`src/rtl/rcs_pkg.sv`:
```
package rcs_pkg;
  typedef enum logic [1:0] {
    ST_SETTLE_RST  = 2'd0,
    ST_RUN         = 2'd1,
    ST_HALT        = 2'd2,
    ST_SETTLE_WAKE = 2'd3
  } rcs_state_e;
endpackage

```
`src/rtl/rcs_clkdiv.sv`:
```
module rcs_clkdiv #(
  parameter int DIV = 4
) (
  input  logic clk_i,
  input  logic por_i,
  output logic tick_o
);
  localparam int CW = (DIV > 1) ? $clog2(DIV) : 1;
  localparam logic [CW-1:0] LAST = CW'(DIV - 1);

  logic [CW-1:0] cnt_q;

  always_ff @(posedge clk_i or posedge por_i) begin
    if (por_i)              cnt_q <= '0;
    else if (cnt_q == LAST) cnt_q <= '0;
    else                    cnt_q <= cnt_q + 1'b1;
  end

  assign tick_o = (cnt_q == LAST);

  AST_TICK_SPACING: assert property (@(posedge clk_i) disable iff (por_i)
    tick_o |=> !tick_o);
endmodule

```
`src/rtl/rcs_rstsync.sv`:
```
module rcs_rstsync #(
  parameter int STAGES = 2
) (
  input  logic clk_i,
  input  logic tick_i,
  input  logic raw_i,
  output logic rst_o
);
  logic [STAGES-1:0] sh_q;

  always_ff @(posedge clk_i or posedge raw_i) begin
    if (raw_i)       sh_q <= '1;
    else if (tick_i) sh_q <= {sh_q[STAGES-2:0], 1'b0};
  end

  assign rst_o = sh_q[STAGES-1];

  AST_RELEASE_ON_TICK: assert property (@(posedge clk_i)
    $fell(rst_o) |-> $past(tick_i));
  AST_HOLD_BETWEEN_TICKS: assert property (@(posedge clk_i) disable iff (raw_i)
    (rst_o && !tick_i) |=> rst_o);
endmodule

```
`src/rtl/rcs_wdog.sv`:
```
module rcs_wdog #(
  parameter int BITS = 20
) (
  input  logic clk_i,
  input  logic rst_i,
  input  logic tick_i,
  input  logic en_i,
  input  logic clr_i,
  input  logic hold_i,
  output logic ovf_o
);
  logic [BITS-1:0] cnt_q;
  logic            ovf_q;

  always_ff @(posedge clk_i or posedge rst_i) begin
    if (rst_i) begin
      cnt_q <= '0;
      ovf_q <= 1'b0;
    end else if (!en_i || hold_i) begin
      cnt_q <= '0;
    end else if (tick_i) begin
      if (clr_i) begin
        cnt_q <= '0;
      end else begin
        if (&cnt_q) ovf_q <= 1'b1;
        cnt_q <= cnt_q + 1'b1;
      end
    end
  end

  assign ovf_o = ovf_q;

  AST_WDOG_IDLE_ZERO: assert property (@(posedge clk_i) disable iff (rst_i)
    (!en_i || hold_i) |=> (cnt_q == '0));
  AST_WDOG_STEP_ON_TICK: assert property (@(posedge clk_i) disable iff (rst_i)
    (!tick_i && en_i && !hold_i) |=> $stable(cnt_q));
endmodule

```
`src/rtl/rcs_settle.sv`:
```
module rcs_settle
  import rcs_pkg::*;
#(
  parameter int RST_CYC  = 2318,
  parameter int WAKE_CYC = 64
) (
  input  logic clk_i,
  input  logic rst_i,
  input  logic tick_i,
  input  logic halt_req_i,
  input  logic wake_i,
  output logic run_o,
  output logic halted_o
);
  localparam int MAXC = (RST_CYC > WAKE_CYC) ? RST_CYC : WAKE_CYC;
  localparam int CW   = $clog2(MAXC + 1);
  localparam logic [CW-1:0] RST_LAST  = CW'(RST_CYC - 1);
  localparam logic [CW-1:0] WAKE_LAST = CW'(WAKE_CYC - 1);

  rcs_state_e    state_q;
  logic [CW-1:0] cnt_q;

  always_ff @(posedge clk_i or posedge rst_i) begin
    if (rst_i) begin
      state_q <= ST_SETTLE_RST;
      cnt_q   <= '0;
    end else if (tick_i) begin
      case (state_q)
        ST_SETTLE_RST: begin
          if (cnt_q == RST_LAST) state_q <= ST_RUN;
          else                   cnt_q   <= cnt_q + 1'b1;
        end
        ST_RUN: begin
          if (halt_req_i) state_q <= ST_HALT;
        end
        ST_HALT: begin
          if (wake_i) begin
            state_q <= ST_SETTLE_WAKE;
            cnt_q   <= '0;
          end
        end
        default: begin
          if (wake_i)                  cnt_q   <= '0;
          else if (cnt_q == WAKE_LAST) state_q <= ST_RUN;
          else                         cnt_q   <= cnt_q + 1'b1;
        end
      endcase
    end
  end

  assign run_o    = (state_q == ST_RUN);
  assign halted_o = (state_q == ST_HALT) || (state_q == ST_SETTLE_WAKE);

  AST_RUN_AFTER_FULL_COUNT: assert property (@(posedge clk_i) disable iff (rst_i)
    (run_o && !$past(run_o)) |->
      ($past(cnt_q) == (($past(state_q) == ST_SETTLE_WAKE) ? WAKE_LAST : RST_LAST)));
  AST_HALT_ENTRY: assert property (@(posedge clk_i) disable iff (rst_i)
    (run_o && tick_i && halt_req_i) |=> (halted_o && !run_o));
  AST_WAKE_RESTART: assert property (@(posedge clk_i) disable iff (rst_i)
    ((state_q == ST_SETTLE_WAKE) && tick_i && wake_i) |=> (cnt_q == '0));
endmodule

```
`src/rtl/rst_clk_seq.sv`:
```
module rst_clk_seq #(
  parameter int CLK_DIV      = 4,
  parameter int WDOG_BITS    = 20,
  parameter int RESET_SETTLE = 2318,
  parameter int WAKE_SETTLE  = 64
) (
  input  logic osc_clk,
  input  logic por_pulse,
  input  logic lowv_flag,
  input  logic wdog_en,
  input  logic wdog_clr,
  input  logic halt_req,
  input  logic wake_evt,
  output logic mck_en,
  output logic sys_rst,
  output logic run_en,
  output logic halt_mode
);
  logic tick;
  logic wdog_ovf;
  logic halted;
  logic raw_rst;

  rcs_clkdiv #(.DIV(CLK_DIV)) u_div (
    .clk_i  (osc_clk),
    .por_i  (por_pulse),
    .tick_o (tick)
  );

  assign raw_rst = por_pulse | (lowv_flag & ~halted) | wdog_ovf;

  rcs_rstsync #(.STAGES(2)) u_sync (
    .clk_i  (osc_clk),
    .tick_i (tick),
    .raw_i  (raw_rst),
    .rst_o  (sys_rst)
  );

  rcs_wdog #(.BITS(WDOG_BITS)) u_wdog (
    .clk_i  (osc_clk),
    .rst_i  (sys_rst),
    .tick_i (tick),
    .en_i   (wdog_en),
    .clr_i  (wdog_clr),
    .hold_i (halted),
    .ovf_o  (wdog_ovf)
  );

  rcs_settle #(.RST_CYC(RESET_SETTLE), .WAKE_CYC(WAKE_SETTLE)) u_settle (
    .clk_i      (osc_clk),
    .rst_i      (sys_rst),
    .tick_i     (tick),
    .halt_req_i (halt_req),
    .wake_i     (wake_evt),
    .run_o      (run_en),
    .halted_o   (halted)
  );

  assign mck_en    = tick;
  assign halt_mode = halted;

  AST_LOWV_RESETS: assert property (@(posedge osc_clk) disable iff (por_pulse)
    (lowv_flag && !halt_mode) |-> sys_rst);
  AST_RESET_TO_NORMAL: assert property (@(posedge osc_clk) disable iff (por_pulse)
    $fell(sys_rst) |-> (!halt_mode && !run_en));
endmodule

```
`config.mk`:
```
export PLATFORM = sky130hd
export DESIGN_NAME = rst_clk_seq
export DESIGN_NICKNAME = d
export VERILOG_FILES = /design/src/rtl/rcs_pkg.sv /design/src/rtl/rcs_clkdiv.sv /design/src/rtl/rcs_rstsync.sv /design/src/rtl/rcs_wdog.sv /design/src/rtl/rcs_settle.sv /design/src/rtl/rst_clk_seq.sv
export SDC_FILE = /design/constraint.sdc
export NUM_CORES = 1
export LEC_CHECK = 0
export BUFFER_PORTS_ARGS = -buffer_cell sky130_fd_sc_hd__clkbuf_2
export CAP_MARGIN = 20
export CORE_MARGIN = 10
export CORE_UTILIZATION = 55
export CTS_CLUSTER_SIZE = 20
export DETAILED_ROUTE_END_ITERATION = 16
export GPL_TIMING_DRIVEN = 0
export PLACE_DENSITY_LB_ADDON = 0.2
export SETUP_SLACK_MARGIN = 0.5
export SLEW_MARGIN = 10
export SYNTH_ARGS = -nofsm -noshare
export SYNTH_HDL_FRONTEND = slang
export SYNTH_SLANG_ARGS = --single-unit
```
`constraint.sdc`:
```
create_clock -name osc_clk -period 1.1 [get_ports osc_clk]
set_input_delay 0.11 -clock osc_clk [delete_from_list [all_inputs] [get_ports osc_clk]]
set_output_delay 0.11 -clock osc_clk [all_outputs]
set_load 0.01 [all_outputs]
```
==> results of run 1 <==
[sequential cells by signal (all words and copies together), names as in the netlist]
signal / cells
u_wdog.cnt_q: 20
u_sync.sh_q: 2
u_div.cnt_q: 2
u_settle.state_q: 2
u_wdog.ovf_o: 1
u_settle.cnt_q: 12
[logic make-up (layout without fill, tap and decap cells)]
kind of cell	after synthesis	after routing
buffers and inverters	23	84
XOR/XNOR	7	7
AO/OA/AOI/OAI	57	57
multiplexers	6	6
flip-flops	39	39
AND/OR/NAND/NOR	88	88
adder cells (fa/ha/maj)	9	9
[Yosys cell counts (2+ instances only)]
library cell,number
o31ai_1,15
o21ai_0,5
and2_1,6
o41ai_1,10
xnor2_1,4
buf_2,2
nand3_1,7
a21oi_1,12
nand4b_1,3
o311ai_0,2
dfstp_2,2
inv_1,12
or4_1,7
ha_1,9
a41oi_1,4
nor4_1,2
dfrtp_1,37
nand2_1,16
clkbuf_1,6
mux2i_1,4
and3_1,5
or3_1,4
and4_1,3
nor2b_1,2
xor2_1,3
nor4b_1,2
nand4_1,7
nor3_1,2
nand2b_1,2
mux2_2,2
nor2_1,14
[per-layer routing]
layer	track usage, %	vias up	wire [um]
met5	0	-	0
met4	7.76	0	609
met3	3.29	65	811
met2	28.4	208	4150
met1	21.7	1185	3360
li1	-	997	-
[worst paths after layout]
check / end / depth (start not counted)
max in group asynchronous: u_sync.sh_q[0] / 8
max: u_wdog.cnt_q[18] / 9
min reg2reg: u_sync.sh_q[1] / 2
min: u_sync.sh_q[1] / 2
min in group osc_clk: u_settle.state_q[1] / 5
max reg2reg: u_wdog.cnt_q[18] / 9
[layout by cell type (no fill, tap or decap), drive strengths merged, types with 9 or more instances in the layout]
cell type | netlist | routed
clkbuf | 6 | 23
o41ai | 11 | 11
dfrtp | 37 | 37
nor2 | 14 | 14
inv | 13 | 12
ha | 9 | 9
nand2 | 16 | 16
a21oi | 12 | 12
o31ai | 15 | 15
buf | 4 | 45
[repair_timing]
action	in CTS	in global routing
setup buffers	27	10
pin swaps	21	38
cloned	2	3
setup endpoints to repair	80	62
gates resized for setup	52	66
hold endpoints to repair	4	0
hold buffers	1	0
[worst register-to-register path, stage by stage, from the launching register on]
cell and delay (ps):
dfrtp_1 420, buf_6 140, ha_4 170, buf_6 120, buf_6 110, or4b_4 570, nor2_4 160, buf_6 150
nand4b_1 150, o211ai_1 170
[power by group through the flow]
stage	Clock (mW)	Sequential [mW]	Combinational (mW)
final	1.06	1.68	2.21
after global routing	1.10	1.70	2.32
after global placement	0	1.67	1.06
after floorplan	0	1.65	0.845
after CTS	1.01	1.65	1.76
after detailed placement	0	1.67	1.08
[cell type report]
| type | instances | area [um2] |
|---|---|---|
| sequential | 39 | 983 |
| fill | 152 | 454 |
| clock buffer | 7 | 86.3 |
| timing repair inverter | 1 | 7.51 |
| inverter | 13 | 52.6 |
| tap | 50 | 62.6 |
| multi-input combinational | 167 | 1730 |
| clock inverter | 1 | 5.00 |
| buffer | 10 | 96.3 |
| timing repair buffer | 52 | 524 |
[stage by stage]
| step | cells | total power [mW] | area, um2 | hold slack, ps | util [%] |
|---|---|---|---|---|---|
| after floorplan | 229 | 2.49 | 2390 | -149 | - |
| after global placement | 289 | 2.73 | 2500 | -35.6 | 62.5 |
| after detailed placement | 289 | 2.75 | 2500 | -35.9 | 62.5 |
| after CTS | 327 | 4.42 | 3040 | 30.1 | 76.0 |
| after global routing | 340 | 5.12 | 3550 | 42.3 | 88.6 |
| final | 340 | 4.95 | 3550 | 25.5 | 88.6 |
==> flow_metrics.tcl, run 1 <==
set metrics [dict create \
    critPathKind "reg -> reg" \
    ys_seq_area_share_pct 43.2 \
    ir_drop_mv 1.45 \
    power_frac_comb_pct 44.6 \
    area_growth_pct 56.7 \
    antenna_found_initial 0 \
    p_leak_nw 1.43 \
    slew_viol_final 0 \
    hold_class "in -> async" \
    synth_simple_gate_area_share_pct 23.5 \
    cp_top_family "simple AND/OR/NAND/NOR gates" \
    synth_area_um2 2260 \
    syn-num-nets 245 \
    clk_path_buf_depth 2 \
    tns_ps -35740 \
    fin_skew_ps 20.7 \
    violations "negative setup slack" \
    crit_chain "buf_6, ha_4, buf_6, buf_6, or4b_4, nor2_4, buf_6, nand4b_1, o211ai_1" \
    worst_slew_pin_slew_ps 458 \
    grt_pass1_vias 2099 \
    io_pins 11 \
    synth_top_family_by_area "simple AND/OR/NAND/NOR gates" \
    yosys.area.top_type "dfrtp_1" \
    coreArea_um2 4000 \
    synthAdderAreaFrac_pct 4.98 \
    cts_tree "done" \
    first_pass_iters 9 \
    critPathBufInv 4 \
    cp-end-kind "register" \
    status "finished with violations" \
    overflow 0 \
    fp.dieH_um 84.2 \
    grt_use_total_pct 17.4 \
    dominantRegCellSynth "dfrtp_1" \
    period_needed_ps 2250 \
    rows 23 \
    power.internal_mw 3.08 \
    diodes 0 \
    grt_pass1_wl_mm 10.5 \
    routedWlPerCell_um 26.3 \
    drtIter0Drc 384 \
    critPathLaunchType "register" \
    clock-sinks 39 \
    ant_nets 0 \
    arrival_ps 2460 \
    gp_congestion 0.812 \
    synth-compound-area-share_pct 18.5 \
    crit_start "u_settle.state_q[1]" \
    avgViaCountPerCell 7.22 \
    layout.nets 305 \
    fmax_ghz 0.444 \
    initial_utilization_pct 56.6 \
    r2r-start "u_settle.state_q[1]" \
    htree_levels 2 \
    routed_wl_mm 8.93 \
    synthXorXnorAreaFrac_pct 2.71 \
    setup_slack_ps -1150 \
    grt_max_degree 18 \
    die_w_um 84.2 \
    clock_latency_ps 310 \
    yosysUniqueCellTypes 49 \
    worstPathRequired_ps 1310 \
    max_stage_delay_ps 570 \
    seq_power_share_pct 34.0 \
    ys_ff_latch 39 \
    r2r_setup_slack_ps -1150 \
    fp.dieArea_um2 7080 \
    power.switching_mw 1.87 \
    synth_edf_count 0 \
    crit_path_top_delay_cell "or4b_4" \
    numPortBuffers 10 \
    yosys.area.top_type_share_pct 40.9 \
    crit_top_cell "buf_6" \
    powerDensity_nw_per_um2 1400 \
    clock-root-buffer "clkbuf_8" \
    power_frac_clock_pct 21.4 \
    place_ws_ps -1160 \
    muxShareOfSynthArea_pct 2.76 \
    rsz0062_at_grt "true" \
    setup_viol 40 \
    synthCells 229 \
    drive_gt1_share_pct 50.7 \
    ys_top_cells_by_area "dfrtp_1, ha_1, o31ai_1" \
    period_share_pct 205 \
    avgSynthCellArea_um2 9.88 \
    drc 0 \
    maxSlewHeadroom_pct 69.1 \
    ys_warn_count 2 \
    cts_buffers 5 \
    cts.clk_slew.worst_paths_ps 90 \
    place_hpwl_mm 3.35 \
    swShare_pct 37.7 \
    path_max_fanout 6 \
    ys_async_sr_fraction_pct 100 \
    vias 2455 \
    cap_viol_max_count 0 \
    finalHoldViolations 0 \
]
Power figures use the tool's default switching activity.
==> inputs of run 2 (changes only) <==
- CORE_UTILIZATION: 55 -> 40
==> run 2 against run 1 <==
Compared with the run above:
- the run still ends with negative setup slack left
- sequential cell count did not move
- die area up 28%
- maximum frequency is 8.7% higher
- combinational power is 13% lower
- power decreased by 1.8%
- clock power increased by 20%
- worst setup slack improved by 180 ps
- hold slack got worse by 6.8 ps
- utilization decreased by 26 points
- register-to-register slack improved by 180 ps
==> flow_metrics.tcl, run 2 (synthesis results as in run 1) <==
set metrics [dict create \
    seq_area_um2 981 \
    maxSlewHeadroom_pct 59.6 \
    path_max_fanout 5 \
    cap_viol_max_count 0 \
    drtIter0Drc 159 \
    regMostFlops "u_wdog.cnt_q" \
    fillCellCount 426 \
    finalHoldViolations 0 \
    numPortBuffers 10 \
    p_leak_nw 1.39 \
    io_pins 11 \
    drive_gt1_share_pct 47.9 \
    gp_congestion 0.762 \
    grt_pass1_vias 1996 \
    powerDensity_nw_per_um2 1410 \
    violations "negative setup slack" \
    routedWlPerCell_um 17.1 \
    ant_nets 0 \
    fmax_ghz 0.483 \
    cts_buffers 5 \
    fp.dieH_um 95.2 \
    first_pass_iters 4 \
    period_share_pct 188 \
    avgViaCountPerCell 5.76 \
    rows 27 \
    hold_class "in -> async" \
    grt_use_total_pct 13.1 \
    clk_path_buf_depth 2 \
    reg.largest.list "u_wdog.cnt_q: 20 flops, u_settle.cnt_q: 12 flops" \
    coreArea_um2 5510 \
    critPathKind "reg -> reg" \
    die_w_um 95.2 \
    routed_wl_mm 6.21 \
    multiInputGateArea_um2 1580 \
    arrival_ps 2270 \
    fin_util_pct 62.8 \
    setup_slack_ps -970 \
    cp-end-kind "register" \
    grt_pass1_wl_mm 9.52 \
    rsz0062_at_grt "true" \
    clock-root-buffer "clkbuf_8" \
    final_common_cell "dfrtp_1" \
    diodes 0 \
    cts.clk_slew.worst_paths_ps 80 \
    setup_viol 38 \
    area_growth_pct 52.8 \
    initial_utilization_pct 41.1 \
    placed_area_um2 2530 \
    antenna_found_initial 0 \
    ir_drop_mv 1.04 \
    final_cell_mix "dfrtp_1, buf_4, buf_6" \
    largest_reg_flops 20 \
    overflow 0 \
    worst_slew_pin_slew_ps 606 \
    clock_latency_ps 300 \
    grt_max_degree 18 \
    worstPathRequired_ps 1300 \
    cts_tree "done" \
    fp.dieArea_um2 9070 \
    finalInstanceArea_um2 3460 \
    critPathLaunchType "register" \
    place_hpwl_mm 3.30 \
    clock-sinks 39 \
    vias 2097 \
    slew_viol_final 0 \
    drc 0 \
    htree_levels 2 \
    status "finished with violations" \
    period_needed_ps 2070 \
    fin_skew_ps 11.5 \
    layout.nets 307 \
]
==> run 2: cell types whose count changed in the layout (fill, tap and decap cells not counted), moves of 3 or more <==
cell,before,now
o41ai_4,8,1
o41ai_1,0,5
o31ai_4,6,2
o31ai_1,5,11
or4_4,4,7
or4_1,4,1
nor2_2,0,3
==> run 2: metal layers <==
metal | part of all wire [%] | up-vias | track usage [%]
li1 | - | 1005 | -
met1 | 47 | 1044 | 16.9
met2 | 48 | 40 | 20.6
met3 | 3.7 | 8 | 3.14
met4 | 1.7 | 0 | 5.49
met5 | 0 | - | 0
==> run 2: power breakdown <==
| part | switching [mW] | leakage, nW | internal, mW |
|---|---|---|---|
| logic | 0.963 | 0.811 | 0.960 |
| clock network | 0.539 | 0.0612 | 0.735 |
| registers | 0.135 | 0.520 | 1.53 |
==> run 2: worst max-delay path, cell delays in order, from the launching register on <==
cell	delay [ps]
dfrtp_2	430
inv_4	70
ha_2	190
a211o_1	310
or4_4	570
buf_8	160
o41ai_2	260
==> run 2: path summary, 6_finish.rpt <==
check	startpoint	cells past startpoint	slack, ps	end
worst min-delay path	lowv_flag	2	20	u_sync.sh_q[0]
max in group asynchronous	u_settle.state_q[0]	6	40	u_sync.sh_q[1]
worst max register to register	u_settle.state_q[1]	6	-970	u_settle.cnt_q[6]
worst max-delay path	u_settle.state_q[1]	6	-970	u_settle.cnt_q[6]
worst min register to register	u_sync.sh_q[1]	3	430	u_wdog.cnt_q[10]
min in group osc_clk	halt_req	5	230	u_settle.state_q[0]
==> run 2: final cells by class <==
class / instances / area share (%)
inverter: 13 / 1.59
buffer: 10 / 2.75
multi-input combinational: 168 / 45.5
clock buffer: 6 / 2.39
sequential: 39 / 28.4
tap: 72 / 2.60
timing repair inverter: 1 / 0.217
clock inverter: 2 / 1.01
timing repair buffer: 53 / 15.6
==> run 2: what timing repair did <==
action / 4_1_cts / 5_1_grt
pin swaps: 26 / 18
hold endpoints to repair: 4 / 0
hold buffers: 1 / 0
gates cloned: 3 / 3
setup buffers: 30 / 8
resized for setup: 59 / 36
setup endpoints to repair: 80 / 59
==> run 2: metrics by stage <==
step                      setup WS (ps)  power, mW  instances  setup TNS, ps  hold slack (ps)
after floorplan                    -922       2.49        229         -28550             -149
after global placement            -1170       2.74        311         -35490            -29.3
after detailed placement          -1170       2.76        311         -35610            -30.4
after CTS                          -974       4.69        353         -29740             13.6
after global routing              -1030       5.14        364         -32760             30.4
final                              -970       4.86        364         -29980             18.7
==> inputs of run 3 (changes only) <==
- ABC_AREA: default -> 1
==> run 3 against run 2 <==
Compared with the run above:
- the run still ends with negative setup slack left
- power down 0.46%
- largest cell class unchanged
- clock skew down 2.9 ps
- clock-buffer cell count unchanged
- routed wire length down 11%
- utilization down 7.3 points
- sequential cell count is the same
- via count rose by 3.6%
- worst setup slack better by 490 ps
- critical endpoint is now u_wdog.cnt_q[6]
==> flow_metrics.tcl, run 3 <==
set metrics [dict create \
    synth_area_um2 2450 \
    cp-end-kind "register" \
    regMostFlops "u_wdog.cnt_q" \
    path_max_fanout 6 \
    violations "negative setup slack" \
    synth_edf_count 0 \
    critPathLaunchType "register" \
    initial_utilization_pct 41.3 \
    area_growth_pct 34.3 \
    synth_most_common_cell "nand2_1" \
    crit_path_top_delay_cell "dfrtp_2" \
    fin_util_pct 55.5 \
    worst_slew_pin_slew_ps 425 \
    routedWlPerCell_um 12.1 \
    grt_pass1_wl_mm 9.11 \
    htree_levels 2 \
    period_needed_ps 1580 \
    fp.dieH_um 98.2 \
    p_leak_nw 1.53 \
    cap_viol_max_count 0 \
    worstPathRequired_ps 1300 \
    multiInputGateArea_um2 1450 \
    finalInstanceArea_um2 3290 \
    syn-num-nets 345 \
    maxSlewHeadroom_pct 71.5 \
    ys_async_sr_fraction_pct 100 \
    final_common_cell "nand2_1" \
    clk_path_buf_depth 2 \
    ys_ff_latch 39 \
    coreArea_um2 5920 \
    ir_drop_mv 1.48 \
    grt_max_degree 19 \
    seq_area_um2 981 \
    final_cell_mix "nand2_1, inv_1, nor2_1" \
    fmax_ghz 0.633 \
    fp.dieArea_um2 9650 \
    overflow 0 \
    rsz0062_at_grt "true" \
    drtIter0Drc 56 \
    first_pass_iters 4 \
    avgSynthCellArea_um2 7.44 \
    status "finished with violations" \
    place_hpwl_mm 3.46 \
    rows 28 \
    placed_area_um2 2650 \
    ys_seq_area_share_pct 40.0 \
    clock_latency_ps 300 \
    drc 0 \
    io_pins 11 \
    synthCells 329 \
    r2r-start "u_settle.state_q[0]" \
    grt_use_total_pct 10.9 \
    period_share_pct 144 \
    crit_chain "inv_4, ha_4, nor2_4, nand3_4, buf_4, buf_6, a21oi_2, nor2_1" \
    cts.clk_slew.worst_paths_ps 80 \
    yosys.area.top_type_share_pct 37.8 \
    fin_skew_ps 8.64 \
    max_stage_delay_ps 450 \
    vias 2172 \
    setup_slack_ps -479 \
    arrival_ps 1770 \
    cts_tree "done" \
    numPortBuffers 10 \
    finalHoldViolations 0 \
    yosysUniqueCellTypes 33 \
    powerDensity_nw_per_um2 1470 \
    reg.largest.list "u_wdog.cnt_q: 20 flops, u_settle.cnt_q: 12 flops" \
    hold_class "in -> async" \
    avgViaCountPerCell 4.77 \
    antenna_found_initial 0 \
    diodes 0 \
    ys_warn_count 2 \
    slew_viol_final 0 \
    critPathKind "reg -> reg" \
    dominantRegCellSynth "dfrtp_1" \
    clock-root-buffer "clkbuf_8" \
    grt_pass1_vias 2071 \
    largest_reg_flops 20 \
    fillCellCount 515 \
    routed_wl_mm 5.51 \
    layout.nets 396 \
    gp_congestion 0.830 \
    die_w_um 98.2 \
    ys_top_cells_by_area "dfrtp_1, nand2_1, inv_1" \
    synthTopCellsByCount "nand2_1, inv_1, nor2_1" \
    cts_buffers 5 \
    yosys.area.top_type "dfrtp_1" \
    drive_gt1_share_pct 30.8 \
    clock-sinks 39 \
    ant_nets 0 \
    setup_viol 38 \
    crit_start "u_settle.state_q[0]" \
]
[run 3: final cells by class]
type / count / area share (%)
multi-input combinational: 239 / 44.1
sequential: 39 / 29.9
timing repair buffer: 40 / 10.7
inverter: 49 / 6.70
tap: 75 / 2.86
clock buffer: 6 / 2.21
timing repair inverter: 4 / 1.83
clock inverter: 1 / 0.914
buffer: 2 / 0.800
[run 3: repair_timing]
item | 4_1_cts | 5_1_grt
setup buffers | 12 | 16
endpoints found under the hold margin | 2 | 0
pin swaps | 11 | 21
gates resized for setup | 29 | 44
hold buffers | 1 | 0
gates cloned | 5 | 0
setup endpoints to repair | 80 | 63
[run 3: path summary, 6_finish.rpt]
path | end | slack [ps] | cells past startpoint
hold reg to reg | u_wdog.ovf_o | 440 | 4
setup / recovery | u_wdog.cnt_q[6] | -480 | 8
min in group osc_clk | u_wdog.cnt_q[0] | 210 | 4
hold / removal | u_sync.sh_q[1] | 10 | 2
setup reg to reg | u_wdog.cnt_q[6] | -480 | 8
max in group asynchronous | u_sync.sh_q[0] | 210 | 4
[run 3: cell families (layout without fill, tap and decap cells)]
group	count (synthesis)	count (layout)	synth area share, %
simple gates	192	192	37.4
buf+inv	51	102	8.28
flops	39	39	40.0
compound gates	31	31	7.26
fa+ha+maj	9	9	4.60
xor+xnor	7	7	2.51
[run 3: stage by stage]
step / cells / power [mW] / hold WS [ps] / TNS [ps] / worst slack [ps]
global placement: 414 / 2.97 / -40.1 / -34360 / -676
global route: 455 / 5.14 / 39.0 / -19090 / -596
finish: 455 / 4.84 / 13.7 / -15240 / -479
floorplan: 329 / 2.70 / -149 / -11860 / -327
CTS: 439 / 4.46 / 99.0 / -14300 / -444
detailed placement: 414 / 2.98 / -39.8 / -14620 / -519
[run 3: power by group]
group          internal [mW]  switching [mW]
clock network          0.665           0.516
logic                  0.945           0.999
registers               1.55           0.170
[run 3: worst max-delay path, delay by kind of cell (launching register included)]
kind / cells / cell delay [ps]
flip-flops: 1 / 450
AO/OA/AOI/OAI: 1 / 110
AND/OR/NAND/NOR: 3 / 380
buffers and inverters: 3 / 340
adder cells (fa/ha/maj): 1 / 180
[run 3: metal layers]
layer  track usage (%)  routed length [um]  share of wire, %
met3              2.61                 134               2.4
met1              13.2                2580                47
met5                 0                   0                 0
met4              3.97                  71               1.3
met2              18.3                2730                49
